`src/rtl/swreg_pkg.sv`:
```
package swreg_pkg;

    localparam logic [4:0]  WIN_PHY_ADDR = 5'h1E;
    localparam logic [4:0]  REG_PAGE_SEL = 5'h10;
    localparam logic [4:0]  REG_CTRL     = 5'h11;
    localparam logic [4:0]  REG_DATA_LO  = 5'h18;
    localparam logic [4:0]  REG_DATA_HI  = 5'h19;
    localparam logic [7:0]  PAGE_ENABLE  = 8'h01;
    localparam logic [7:0]  OPC_READ     = 8'h02;
    localparam logic [7:0]  PAGE_INVALID = 8'hFF;
    localparam logic [1:0]  BUSY_MASK    = 2'b11;

    typedef enum logic [2:0] {
        S_IDLE,
        S_PAGE,
        S_CTRL,
        S_POLL,
        S_GAP,
        S_DLO,
        S_DHI,
        S_FIN
    } seq_state_t;

    typedef struct packed {
        logic [7:0] page;
        logic [7:0] offset;
        logic       wide;
    } win_cmd_t;

    typedef struct packed {
        logic        valid;
        logic        write;
        logic [4:0]  regnum;
        logic [15:0] wdata;
    } mgmt_req_t;

    function automatic logic [15:0] page_word(input logic [7:0] pg);
        return {pg, PAGE_ENABLE};
    endfunction

    function automatic logic [15:0] ctrl_word(input logic [7:0] off);
        return {off, OPC_READ};
    endfunction

    function automatic logic still_busy(input logic [15:0] status);
        return |(status[1:0] & BUSY_MASK);
    endfunction

endpackage

```
`src/rtl/swreg_gap_timer.sv`:
```
module swreg_gap_timer #(
    parameter int unsigned CYCLES = 1000
) (
    input  logic clk,
    input  logic rst,
    input  logic run,
    output logic expired
);
    localparam int unsigned CW = $clog2(CYCLES + 1);

    logic [CW-1:0] cnt_q;

    assign expired = run && (cnt_q == CW'(CYCLES - 1));

    always_ff @(posedge clk) begin
        if (rst || !run) begin
            cnt_q <= '0;
        end else if (!expired) begin
            cnt_q <= cnt_q + 1'b1;
        end
    end
endmodule

```
`src/rtl/swreg_page_cache.sv`:
```
module swreg_page_cache
    import swreg_pkg::*;
(
    input  logic       clk,
    input  logic       rst,
    input  logic       load,
    input  logic [7:0] load_page,
    input  logic [7:0] probe_page,
    output logic       hit
);
    logic [7:0] cur_q;
    logic       known_q;

    // The invalid page value alone cannot stand for "nothing selected",
    // because 0xFF is a legal page; the flag carries that meaning.
    assign hit = known_q && (cur_q == probe_page);

    always_ff @(posedge clk) begin
        if (rst) begin
            cur_q   <= PAGE_INVALID;
            known_q <= 1'b0;
        end else if (load) begin
            cur_q   <= load_page;
            known_q <= 1'b1;
        end
    end
endmodule

```
`src/rtl/swreg_result_asm.sv`:
```
module swreg_result_asm #(
    parameter int unsigned DW = 16
) (
    input  logic            clk,
    input  logic            rst,
    input  logic            clear,
    input  logic            load_lo,
    input  logic            load_hi,
    input  logic [DW-1:0]   word,
    output logic [2*DW-1:0] result
);
    for (genvar h = 0; h < 2; h++) begin : g_half
        logic          ld;
        logic [DW-1:0] q;

        assign ld = (h == 0) ? load_lo : load_hi;

        always_ff @(posedge clk) begin
            if (rst || clear) begin
                q <= '0;
            end else if (ld) begin
                q <= word;
            end
        end

        assign result[h*DW +: DW] = q;
    end
endmodule

```
`src/rtl/swreg_window_seq.sv`:
```
module swreg_window_seq
    import swreg_pkg::*;
#(
    parameter int unsigned CLK_HZ    = 100_000_000,
    parameter int unsigned GAP_US    = 10,
    parameter int unsigned MAX_POLLS = 5
) (
    input  logic        clk,
    input  logic        rst,
    input  logic        cmd_start,
    input  logic [7:0]  cmd_page,
    input  logic [7:0]  cmd_offset,
    input  logic        cmd_wide,
    output logic        cmd_ready,
    output logic        mgmt_valid,
    input  logic        mgmt_ready,
    output logic        mgmt_write,
    output logic [4:0]  mgmt_phy,
    output logic [4:0]  mgmt_reg,
    output logic [15:0] mgmt_wdata,
    input  logic [15:0] mgmt_rdata,
    output logic        rsp_done,
    output logic        rsp_error,
    output logic [31:0] rsp_data
);
    localparam int unsigned RAW_GAP = (CLK_HZ / 1_000_000) * GAP_US;
    localparam int unsigned GAP_CYC = (RAW_GAP > 0) ? RAW_GAP : 1;
    localparam int unsigned PW      = $clog2(MAX_POLLS + 1);
    localparam logic [PW-1:0] LAST_POLL = PW'(MAX_POLLS - 1);

    seq_state_t    state_q, state_d;
    win_cmd_t      cmd_q;
    logic [PW-1:0] polls_q, polls_d;
    logic          err_q, err_d;
    mgmt_req_t     req;
    logic          accept;
    logic          bus_acc;
    logic          page_hit;
    logic          gap_done;
    logic          ld_page;
    logic          ld_lo;
    logic          ld_hi;

    assign accept  = cmd_start && (state_q == S_IDLE);
    assign bus_acc = req.valid && mgmt_ready;
    assign ld_page = (state_q == S_PAGE) && bus_acc;
    assign ld_lo   = (state_q == S_DLO) && bus_acc;
    assign ld_hi   = (state_q == S_DHI) && bus_acc;

    swreg_page_cache u_cache (
        .clk        (clk),
        .rst        (rst),
        .load       (ld_page),
        .load_page  (cmd_q.page),
        .probe_page (cmd_page),
        .hit        (page_hit)
    );

    swreg_gap_timer #(.CYCLES(GAP_CYC)) u_gap (
        .clk     (clk),
        .rst     (rst),
        .run     (state_q == S_GAP),
        .expired (gap_done)
    );

    swreg_result_asm #(.DW(16)) u_asm (
        .clk     (clk),
        .rst     (rst),
        .clear   (accept),
        .load_lo (ld_lo),
        .load_hi (ld_hi),
        .word    (mgmt_rdata),
        .result  (rsp_data)
    );

    // Request is a pure function of state and the latched command, so it
    // cannot change while the responder stalls.
    always_comb begin
        req        = '0;
        req.regnum = REG_CTRL;
        unique case (state_q)
            S_PAGE: begin
                req.valid  = 1'b1;
                req.write  = 1'b1;
                req.regnum = REG_PAGE_SEL;
                req.wdata  = page_word(cmd_q.page);
            end
            S_CTRL: begin
                req.valid  = 1'b1;
                req.write  = 1'b1;
                req.regnum = REG_CTRL;
                req.wdata  = ctrl_word(cmd_q.offset);
            end
            S_POLL: begin
                req.valid  = 1'b1;
                req.regnum = REG_CTRL;
            end
            S_DLO: begin
                req.valid  = 1'b1;
                req.regnum = REG_DATA_LO;
            end
            S_DHI: begin
                req.valid  = 1'b1;
                req.regnum = REG_DATA_HI;
            end
            default: req = '0;
        endcase
    end

    always_comb begin
        state_d = state_q;
        polls_d = polls_q;
        err_d   = err_q;
        unique case (state_q)
            S_IDLE: begin
                if (accept) begin
                    polls_d = '0;
                    err_d   = 1'b0;
                    state_d = page_hit ? S_CTRL : S_PAGE;
                end
            end
            S_PAGE: if (bus_acc) state_d = S_CTRL;
            S_CTRL: if (bus_acc) state_d = S_POLL;
            S_POLL: begin
                if (bus_acc) begin
                    if (!still_busy(mgmt_rdata)) begin
                        state_d = S_DLO;
                    end else if (polls_q == LAST_POLL) begin
                        err_d   = 1'b1;
                        state_d = S_FIN;
                    end else begin
                        polls_d = polls_q + 1'b1;
                        state_d = S_GAP;
                    end
                end
            end
            S_GAP: if (gap_done) state_d = S_POLL;
            S_DLO: if (bus_acc) state_d = cmd_q.wide ? S_DHI : S_FIN;
            S_DHI: if (bus_acc) state_d = S_FIN;
            S_FIN: state_d = S_IDLE;
            default: state_d = S_IDLE;
        endcase
    end

    always_ff @(posedge clk) begin
        if (rst) begin
            state_q <= S_IDLE;
            polls_q <= '0;
            err_q   <= 1'b0;
            cmd_q   <= '0;
        end else begin
            state_q <= state_d;
            polls_q <= polls_d;
            err_q   <= err_d;
            if (accept) begin
                cmd_q.page   <= cmd_page;
                cmd_q.offset <= cmd_offset;
                cmd_q.wide   <= cmd_wide;
            end
        end
    end

    assign cmd_ready  = (state_q == S_IDLE);
    assign mgmt_valid = req.valid;
    assign mgmt_write = req.write;
    assign mgmt_phy   = WIN_PHY_ADDR;
    assign mgmt_reg   = req.regnum;
    assign mgmt_wdata = req.wdata;
    assign rsp_done   = (state_q == S_FIN);
    assign rsp_error  = rsp_done && err_q;
endmodule

```
`config.mk`:
```
export PLATFORM = sky130hd
export DESIGN_NAME = swreg_window_seq
export DESIGN_NICKNAME = d
export VERILOG_FILES = /design/src/rtl/swreg_pkg.sv /design/src/rtl/swreg_gap_timer.sv /design/src/rtl/swreg_page_cache.sv /design/src/rtl/swreg_result_asm.sv /design/src/rtl/swreg_window_seq.sv
export SDC_FILE = /design/constraint.sdc
export NUM_CORES = 1
export LEC_CHECK = 0
export CORE_ASPECT_RATIO = 0.5
export CORE_MARGIN = 2
export CORE_UTILIZATION = 48
export CTS_CLUSTER_DIAMETER = 40
export DETAILED_ROUTE_END_ITERATION = 10
export GPL_TIMING_DRIVEN = 0
export PLACE_DENSITY = 0.81
export SLEW_MARGIN = 40
export SYNTH_ARGS = -nofsm -noshare
export SYNTH_HDL_FRONTEND = slang
export SYNTH_HIERARCHICAL = 1
export SYNTH_SLANG_ARGS = --single-unit
export TNS_END_PERCENT = 50
```
`constraint.sdc`:
```
create_clock -name clk -period 1.9 [get_ports clk]
set_input_delay 0.38 -clock clk [delete_from_list [all_inputs] [get_ports clk]]
set_output_delay 0.38 -clock clk [all_outputs]
set_load 0.1 [all_outputs]
```
Word level (Yosys, flattened, before mapping)
Cells that the tools add are included.

cells by class
  add/sub/neg operators = 2
  mux-type cells = 26
  reduce and logical (&&, ||, !) cells = 20
  eq/ne operators = 20

operators with widths
  cell                   number
  $mux 3                 11
  $pmux 16 s2            1
  $pmux 3 s8             1
  $pmux 5 s4             1
  $ne 2x2->1 const B     9
  $eq 3x3->1 const B     5
  $add 10x1->10 const B  1
  $eq 10x10->1 const B   1
  $reduce_and 5->1       2
  $eq 8x8->1             1
  $logic_and 1x1->1      8
  $mux 1                 7
  $reduce_and 7->1       1
  $eq 3x2->1 const B     2
  $mux 2                 3
  $pmux 3 s2             1
  $reduce_or 2->1        3
  $reduce_or 5->1        1
  $add 3x1->3 const B    1
  $eq 3x1->1 const B     1
  $logic_not 3->1        1
  $logic_or 1x1->1       2
  $ne 2x1->1 const B     1
  $pmux 1 s2             1
  2 further kinds        2

storage, ports and cells
  logic and storage cells = 79
  register bits = 75
  input bits = 37

Logic depth before layout (Yosys ltp)
Gate-level depths: netlist of run 1.

  depth after elaboration = 6
  depth in mapped cells = 10
  gate-level depth less buffers = 9

By module
Netlist of run 1, hierarchy kept.

by module, submodules not included
  module            sequential area each (um^2)  cells an instance  times used  area an instance (um^2)
  swreg_window_seq  480.5                        174                1           1348.8
  swreg_result_asm  640.6                        105                1           1198.6
  swreg_gap_timer   200.2                        58                 1           511.7
  swreg_page_cache  180.2                        41                 1           421.7

Least setup slack after synthesis of run 1
Ideal clock, no wire load.

  kind = register to register
  start = reg state_q[1]
  end = reg state_q[0]
  stages on the path, launching flop included = 6
  required time = 1768 ps
  data arrival time = 2984 ps
  clock period less this slack = 3116 ps
  buffers on the path = 1
  slack = -1216 ps
  cell sequence = dfxtp_1 > buf_6 > nor3_1 > nand2_1 > o211ai_1 > a21oi_1

between the ends
  elaborated cells on any way between the ends = 22
  classes of those cells = eq/ne: 14; mux: 2; reduce/logical: 6

RTL lines
  what                        RTL line                 source
  from (decl)                 swreg_window_seq.sv:31   seq_state_t state_q, state_d;
  from (signal assigned)      swreg_window_seq.sv:152  state_q <= state_d;
  $logic_not 3->1 (*)         -
  named net cmd_ready         swreg_window_seq.sv:14   output logic cmd_ready,
  $logic_and 1x1->1           swreg_window_seq.sv:44   assign accept = cmd_start && (state_q == S_IDLE);
  $ne 2x1->1 (no line)        -
  $reduce_and 7->1 (no line)  -

Mark *: on every way through the listed nets, which the timed path passes. The rest lies on a longest branch.
A chain may end at the register's enable or synchronous reset.

Worst setup path after layout of run 1
  start = reg state_q[1]
  end = out mgmt_wdata[12]

between the ends
  cells in the longest elaborated chain, start to end = 2
  elaborated cells on any way between the ends = 3
  classes of those cells = eq/ne: 2; mux: 1

ends and longest elaborated chain
  what                                      RTL line                source
  $eq 3x2->1 or $eq 3x1->1 (tied branches)  swreg_window_seq.sv:81  unique case (state_q)
  $pmux 16 s2 (*)                           swreg_window_seq.sv:81
  to (decl)                                 swreg_window_seq.sv:20  output logic [15:0] mgmt_wdata,

Every way passes the cells marked *; elsewhere a longest branch is shown, timed or not.

==> impl_metrics.toml, run 1 <==
[outcome]
status = "complete, but fails checks"
violations = "negative setup slack"

[synth]
yosysUniqueCellTypes = 52
yosysTopAreaCellShare = 0.4313
yosys_warnings = 6
synth-async-reset-ratio = 0
ys_top_cells_by_area = "dfxtp_1 43%, mux2i_1 10%, nand2_1 5.0%"
synth_area_um2 = 3481
synthesis.instances = 378
synth.avg_cell_area_um2 = 9.209
seq_area_frac_synth = 0.4313
synth_edf_count = 0
synthFlopType = "dfxtp_1"
synth_seq_cells = 75
yosys.area.top_type = "dfxtp_1"

[clock_network]
clk_pin_slew_ns = 0.06
cts_buffer_depth = 2
hold_buffers = 0
cts_made_buffers = 9
cts.sinks = 75
clk_latency_ns = 0.34
cts_tree = "done"
cts_root_buf = "clkbuf_16"
htree_levels = 3

[cells_and_area]
drive_above_1_share = 0.3274
nNetsFinal = 542
final_common_cell = "dfxtp_1"
syn2layout_area_growth_pct = 46.15
final_cell_count_no_fill = 599
design_area_um2 = 5087
antenna_cells = 0
fin_util = 0.7418
fill_cells = 478
layout_common_cells = "72 x dfxtp_1, 45 x nand2_1"

[critical_path]
timing.rr.end = "state_q[1]$_SDFFE_PP0P_"
cp_max_fo = 10
arrival_ns = 1.54
startpoint_type = "register"
cp.required_ns = 1.52
reg2reg_depth = 10
cp_slowest_stage_delay_ns = 0.37
worstSetupPathType = "reg2out"
worstReg2RegStart = "state_q[2]$_SDFFE_PP0P_"
crit_top_cell = "buf_12"
crit_chain = "buf_12, inv_8, nand2_8, nor2_4, buf_12, a22o_4, buf_12"
cp-end-kind = "primary output"
ff2ff_setup_slack_ns = 0.06
cp_slowest_cell = "dfxtp_4"

[global_routing]
grt_pass1_vias = 3056
track_usage = 0.2355
grt_pass1_wl_mm = 15.01
grt_max_degree = 14
overflow = 0
grt_antenna_before_repair = 0

[sta]
maxSlewViolCount = 0
fin_ws_ns = -0.02436
fin_crit_sh = 1.013
finClkSkew_ns = 0.006506
fmax_mhz = 519.7
rsz0062_at_grt = "yes"
min_period_ns = 1.924
final_hold_viol_count = 0
finalSetupViolCount = 9

[route]
vias = 3171
postRouteAntennaNets = 0
drtIter0Drc = 190
drc = 0
wl_per_cell_um = 15.82
first_pass_iters = 5
routed_wl_mm = 9.479
via_per_inst = 5.294

[die]
ios = 100
start_util = 0.5076
die_x_um = 124.4
core_um2 = 6858
rows = 21
dieArea_um2 = 7990
die_h_um = 64.22

[hold_path]
hold_class = "reg2reg"
min_path_cells = 2
hold_end = "u_cache/known_q$_SDFFE_PP0P_"
worstHoldStart = "u_cache/known_q$_SDFFE_PP0P_"

[placement]
dpl_cell_area_um2 = 4379
gp_congestion = 0.8770
hpwl_mm = 6.096
place.port_buffers = 86
placedCellCount = 567

[job]
maxCapViolCount = 0

[power]
p_total_mw = 6.338
leakage_nw = 1.985
peakVddDrop_v = 0.0006993
p_per_area_nw_per_um2 = 1246
## registers in the layout, indices dropped and copies added, names as in the netlist
signal and count:
cmd_q 17, err_q 1, polls_q 3, state_q 3, u_asm/g_half.q 32, u_cache/cur_q 8, u_cache/known_q 1, u_gap/cnt_q 10
## synthesized netlist by cell type (all sizes together), types with 3 or more instances
| cell type | count |
|---|---|
| a211o | 8 |
| a21oi | 30 |
| a22o | 8 |
| and2 | 3 |
| buf | 32 |
| dfxtp | 75 |
| ha | 3 |
| inv | 8 |
| mux2i | 36 |
| nand2 | 46 |
| nand2b | 5 |
| nand3 | 8 |
| nand4 | 4 |
| nor2 | 48 |
| nor2b | 10 |
| nor3 | 7 |
| o211ai | 3 |
| o21ai | 6 |
| o31ai | 3 |
| or3 | 3 |
| xnor2 | 8 |
## critical path: cells and delay by family (launching register included)
| kind | cells | cell delay, ns |
|---|---|---|
| AND/OR/NAND/NOR | 2 | 0.11 |
| buffers and inverters | 4 | 0.49 |
| AO/OA/AOI/OAI | 1 | 0.23 |
| flip-flops | 1 | 0.37 |
## cells by family after synthesis
| family | share of synthesized area |
|---|---|
| AO/OA/AOI/OAI | 0.1305 |
| XOR/XNOR | 0.02265 |
| adder cells (fa/ha/maj) | 0.01078 |
| buffers and inverters | 0.08735 |
| flip-flops | 0.4313 |
| multiplexers | 0.1035 |
| other | 0.002158 |
| AND/OR/NAND/NOR | 0.2117 |
## how the worst max path moves through the flow
| stage | from | to |
|---|---|---|
| 2_1_floorplan | state_q[2]$_SDFFE_PP0P_ | rsp_error |
| 3_3_place_gp | state_q[0]$_SDFFE_PP0P_ | mgmt_wdata[15] |
| 3_5_place_dp | cmd_start | u_asm/g_half[1].q[12]$_SDFFE_PP0P_ |
| 4_1_cts | state_q[1]$_SDFFE_PP0P_ | mgmt_wdata[14] |
| 5_1_grt | state_q[0]$_SDFFE_PP0P_ | mgmt_wdata[12] |
| 6_report | state_q[1]$_SDFFE_PP0P_ | mgmt_wdata[12] |
## power by group
group | leakage [nW] | switching, mW | internal [mW]
clock | 0.142 | 0.660 | 1.06
sequential | 0.610 | 0.141 | 1.72
combinational | 1.23 | 1.81 | 0.951
## metrics by stage
stage,setup TNS [ns],hold slack [ns],setup WS [ns]
final,-0.1183,0.4771,-0.02436
after global routing,-0.6963,0.4928,-0.06897
after CTS,-0.09216,0.4584,-0.01704
after detailed placement,-3.710,0.4507,-0.1334
after global placement,-12.70,0.4416,-0.7158
after floorplan,-3.924,0.4330,-0.3736
## layout make-up
type                            count  area, um^2  share of cell area
Buffer                             34       311.5             0.06124
Tap cell                           92       115.1             0.02263
Inverter                            8       41.29            0.008116
Multi-Input combinational cell    272        1878              0.3692
Timing Repair Buffer              102       925.9              0.1820
Sequential cell                    75        1510              0.2969
Clock buffer                       11       242.7             0.04771
Clock inverter                      5       62.56             0.01230
## metal layers
layer	routed length [um]	share of wire	GRT usage
met4	202	0.021	0.09270
met1	4334	0.46	0.3009
met2	4395	0.46	0.3818
met3	547	0.058	0.06533
met5	0	0	0
## repair_timing
| item | CTS | global route |
|---|---|---|
| gates cloned | 0 | 0 |
| endpoints found under the setup margin | 21 | 45 |
| hold endpoints to repair | 0 | 0 |
| pin swaps | 3 | 8 |
| setup buffers | 9 | 9 |
| resized for setup | 49 | 21 |
(Power assumes the default switching activity.)
==> run 2, diff against run 1 <==
--- a/config.mk
+++ b/config.mk
@@ -12,6 +12,9 @@
 export DETAILED_ROUTE_END_ITERATION = 10
 export GPL_TIMING_DRIVEN = 0
 export PLACE_DENSITY = 0.81
+export REMOVE_ABC_BUFFERS = 1
+export SKIP_CTS_REPAIR_TIMING = 1
+export SKIP_LAST_GASP = 1
 export SLEW_MARGIN = 40
 export SYNTH_ARGS = -nofsm -noshare
 export SYNTH_HDL_FRONTEND = slang
==> run 2 against run 1 <==
Hold slack got worse by 0.019 ns; cell count decreased by 5.8%; power decreased by 9.8%; combinational power decreased by 14%; clock skew decreased by 0.0027 ns; non-clock buffer count decreased by 35; the flow still finishes with violations (negative setup slack).
==> impl_metrics.toml, run 2 (synthesis gave the netlist of run 1 again) <==
[die]
ios = 100
die_x_um = 124.4
start_util = 0.5076
rows = 21
dieArea_um2 = 7990
core_um2 = 6858
die_h_um = 64.22

[cells_and_area]
top_register = "u_asm/g_half.q"
layout_common_cells = "71 x dfxtp_1, 45 x nand2_1, 38 x buf_2"
drive_above_1_share = 0.2606
seq_area_um2 = 1514
final_common_cell = "dfxtp_1"
nNetsFinal = 510
multi_input_area_um2 = 1813
antenna_cells = 0
fill_cells = 540
syn2layout_area_growth_pct = 32.82
largest_reg_flops = 32
reg_top3 = "u_asm/g_half.q: 32 flops, cmd_q: 17 flops, u_gap/cnt_q: 10 flops"
final_cell_count_no_fill = 564

[critical_path]
cp-end-kind = "primary output"
worstReg2RegStart = "state_q[2]$_SDFFE_PP0P_"
cp-startpoint = "state_q[2]$_SDFFE_PP0P_"
cp.required_ns = 1.52
startpoint_type = "register"
worstSetupPathType = "reg2out"
cp_max_fo = 9
arrival_ns = 1.53

[route]
postRouteAntennaNets = 0
routed_wl_mm = 8.000
first_pass_iters = 4
wl_per_cell_um = 14.18
via_per_inst = 5.220
vias = 2944
drtIter0Drc = 249
drc = 0

[clock_network]
cts.sinks = 75
cts_buffer_depth = 2
cts_root_buf = "clkbuf_16"
cts_tree = "done"
cts_made_buffers = 9
clk_latency_ns = 0.33
clk_pin_slew_ns = 0.05
htree_levels = 3

[power]
peakVddDrop_v = 0.0006235
swShare = 0.4245
sequentialPowerShare = 0.325
pwr-share-comb = 0.415
power_switching_mw = 2.426
power_frac_clock = 0.260
p_per_area_nw_per_um2 = 1236
leakage_nw = 1.728
p_int_mw = 3.289

[global_routing]
grt_pass1_wl_mm = 12.19
grt_antenna_before_repair = 0
grt_max_degree = 37
grt_pass1_vias = 2684
overflow = 0
track_usage = 0.1893

[job]
maxCapViolCount = 0

[sta]
tightest_slew_ns = 0.7229
fin_crit_sh = 1.003
fin_ws_ns = -0.005458
tns_ns = -0.009569
fmax_mhz = 524.8
maxSlewViolCount = 0
final_hold_viol_count = 0
finClkSkew_ns = 0.003815
finalSetupViolCount = 2
min_period_ns = 1.905
rsz0062_at_grt = "yes"
slew_headroom = 0.5181

[placement]
place.port_buffers = 86
gp_congestion = 0.8537
placedCellCount = 535
hpwl_mm = 5.039

[outcome]
violations = "negative setup slack"
status = "complete, but fails checks"

[hold_path]
worstHoldStart = "cmd_q[4]$_SDFFE_PP0P_"
hold_class = "reg2reg"
run 2: cell count changes in the layout (fill, tap and decap cells not counted), moves of 5 or more:
cell      previous run  this run
clkbuf_4             0         5
buf_4               36        11
a22o_4               8         0
buf_12              13         7
buf_6               12         1
a22o_1               0         8
run 2: worst paths after layout:
path	to	slack [ns]	depth (start not counted)
hold / removal	cmd_q[4]$_SDFFE_PP0P_	0.46	2
setup / recovery	cmd_ready	-0.005	3
hold reg to reg	cmd_q[4]$_SDFFE_PP0P_	0.46	2
setup reg to reg	state_q[1]$_SDFFE_PP0P_	0.12	9
run 2: area by class of cell:
type                       instances  area share
clock buffer                      10     0.05169
timing repair buffer             101      0.1919
multi-input combinational        275      0.3922
sequential                        75      0.3275
clock inverter                     3    0.003789
tap                               92     0.02490
inverter                           8    0.008119
run 2: worst max-delay path, stage by stage (launching register included):
cell     delay, ns
dfxtp_4       0.38
buf_12        0.15
nor3_1        0.30
buf_4         0.37
run 2: layer usage:
layer,part of all wire,GRT usage
met2,0.48,0.3374
met4,0.016,0.07022
met1,0.44,0.2125
met3,0.063,0.06533
met5,0,0
run 2: stage by stage:
stage | area (um^2) | power, mW | setup WS (ns) | util | hold WS, ns
after global routing | 4623 | 5.941 | -0.05235 | 0.6741 | 0.4730
after global placement | 4224 | 3.911 | -1.239 | 0.6159 | 0.4433
after floorplan | 3248 | 3.196 | -1.240 | - | 0.4270
after detailed placement | 4039 | 3.821 | -0.7567 | 0.5889 | 0.4498
final | 4623 | 5.715 | -0.005458 | 0.6741 | 0.4580
after CTS | 4295 | 5.314 | -0.7037 | 0.6263 | 0.4580
run 2: power groups by stage:
stage / logic (mW) / clock network [mW] / registers, mW
floorplan: 1.36 / 0 / 1.83
global placement: 2.03 / 0 / 1.88
detailed placement: 1.93 / 0 / 1.89
CTS: 1.94 / 1.52 / 1.85
global route: 2.48 / 1.58 / 1.88
finish: 2.37 / 1.49 / 1.86
==> run 3, diff against run 2 <==
--- a/config.mk
+++ b/config.mk
@@ -20,4 +20,4 @@
 export SYNTH_HDL_FRONTEND = slang
 export SYNTH_HIERARCHICAL = 1
 export SYNTH_SLANG_ARGS = --single-unit
-export TNS_END_PERCENT = 50
+export TNS_END_PERCENT = 10
==> run 3 against run 2 <==
Largest power group unchanged; sequential power barely moved; cell count fell by 0.35%; count of clock-buffer cells in the layout did not move; fmax fell by 0.40%; wire length fell by 2.0%; hold slack got worse by 0.0023 ns; sequential share of layout area rose by 0.22 points; the run still ends with negative setup slack left; register-to-register slack got worse by 0.05 ns; non-clock buffer count fell by 2; via count barely moved; power fell by 0.83%; critical path type unchanged.
==> impl_metrics.toml, run 3 (synthesis gave the netlist of run 1 again) <==
[outcome]
status = "complete, but fails checks"
violations = "negative setup slack"

[critical_path]
startpoint_type = "register"
cp_max_fo = 12
worstReg2RegStart = "state_q[2]$_SDFFE_PP0P_"
arrival_ns = 1.53
cp-startpoint = "state_q[1]$_SDFFE_PP0P_"
reg2reg_depth = 9
worstSetupPathType = "reg2out"
cp.required_ns = 1.52
cp_slowest_cell = "dfxtp_4"
cp-end-kind = "primary output"
ff2ff_setup_slack_ns = 0.07
cp_slowest_stage_delay_ns = 0.40
crit_end = "mgmt_wdata[13]"
timing.rr.end = "state_q[1]$_SDFFE_PP0P_"
crit_chain = "inv_4, nand2_4, nor2_4, a22o_1, buf_12"

[cells_and_area]
design_area_um2 = 4592
top_register = "u_asm/g_half.q"
seq_area_um2 = 1514
final_cell_count_no_fill = 562
final_common_cell = "dfxtp_1"
reg_top3 = "u_asm/g_half.q: 32 flops, cmd_q: 17 flops, u_gap/cnt_q: 10 flops"
antenna_cells = 0
largest_reg_flops = 32
nNetsFinal = 508
drive_above_1_share = 0.2553
multi_input_area_um2 = 1808
fill_cells = 547
syn2layout_area_growth_pct = 31.92
layout_common_cells = "71 x dfxtp_1, 45 x nand2_1, 38 x buf_2"

[die]
dieArea_um2 = 7990
die_x_um = 124.4
core_um2 = 6858
ios = 100
rows = 21
die_h_um = 64.22
start_util = 0.5076

[sta]
finalSetupViolCount = 1
tightest_slew_ns = 0.7170
final_hold_viol_count = 0
fmax_mhz = 522.7
rsz0062_at_grt = "yes"
min_period_ns = 1.913
fin_ws_ns = -0.01305
fin_crit_sh = 1.007
finClkSkew_ns = 0.003845
tns_ns = -0.01305
slew_headroom = 0.5220
maxSlewViolCount = 0

[placement]
place.port_buffers = 86
dpl_cell_area_um2 = 4039
placedCellCount = 535
gp_congestion = 0.8537
hpwl_mm = 5.039

[job]
maxCapViolCount = 0

[hold_path]
hold_class = "reg2reg"
min_path_cells = 2

[route]
via_per_inst = 5.237
routed_wl_mm = 7.843
wl_per_cell_um = 13.96
vias = 2943
drc = 0
first_pass_iters = 4
drtIter0Drc = 223
postRouteAntennaNets = 0

[clock_network]
clk_pin_slew_ns = 0.05
cts.sinks = 75
cts_root_buf = "clkbuf_16"
cts_made_buffers = 9
cts_tree = "done"
htree_levels = 3
clk_latency_ns = 0.33
cts_buffer_depth = 2

[global_routing]
grt_antenna_before_repair = 0
overflow = 0
grt_pass1_vias = 2684
grt_max_degree = 37
grt_pass1_wl_mm = 12.19
track_usage = 0.1893

[power]
leakage_nw = 1.713
p_per_area_nw_per_um2 = 1234
p_total_mw = 5.667
peakVddDrop_v = 0.0006084
==> run 3: metrics by stage <==
stage                     setup WS (ns)    util  hold WS (ns)
after floorplan                  -1.240       -        0.4270
after global placement           -1.239  0.6159        0.4433
after detailed placement        -0.7567  0.5889        0.4498
after CTS                       -0.7037  0.6263        0.4580
after global routing           -0.06342  0.6696        0.4730
final                          -0.01305  0.6696        0.4556
==> run 3: area by class of cell <==
cell class              count  area share
clock buffers              10     0.05204
repair buffers             99      0.1875
inverters                   8    0.008174
well taps                  92     0.02507
multi-input cells         275      0.3937
flip-flops and latches     75      0.3297
clock inverters             3    0.003815
==> run 3: worst min-delay path by stage <==
stage | start | end | slack [ns]
after floorplan | cmd_q[0]$_SDFFE_PP0P_ | cmd_q[0]$_SDFFE_PP0P_ | 0.43
after global placement | cmd_q[1]$_SDFFE_PP0P_ | cmd_q[1]$_SDFFE_PP0P_ | 0.44
after detailed placement | cmd_q[0]$_SDFFE_PP0P_ | cmd_q[0]$_SDFFE_PP0P_ | 0.45
after CTS | cmd_q[3]$_SDFFE_PP0P_ | cmd_q[3]$_SDFFE_PP0P_ | 0.46
after global routing | cmd_q[5]$_SDFFE_PP0P_ | cmd_q[5]$_SDFFE_PP0P_ | 0.47
final | cmd_q[3]$_SDFFE_PP0P_ | cmd_q[3]$_SDFFE_PP0P_ | 0.46
==> run 3: per-layer routing <==
layer,vias up,part of all wire,GRT usage
met2,97,0.47,0.3374
met4,0,0.018,0.07022
li1,1457,-,-
met3,15,0.056,0.06533
met1,1374,0.45,0.2125
met5,-,0,0
==> run 3: power by group <==
group	switching (mW)	internal (mW)	total [mW]
sequential	0.143	1.72	1.87
clock	0.598	0.891	1.49
combinational	1.67	0.648	2.31
==> run 3: critical path, delay by kind of cell (launching register included) <==
kind / cells / cell delay [ns]
AOI/OAI and AO/OA: 1 / 0.22
buffers and inverters: 2 / 0.28
and+or+nand+nor: 2 / 0.29
DFF: 1 / 0.40
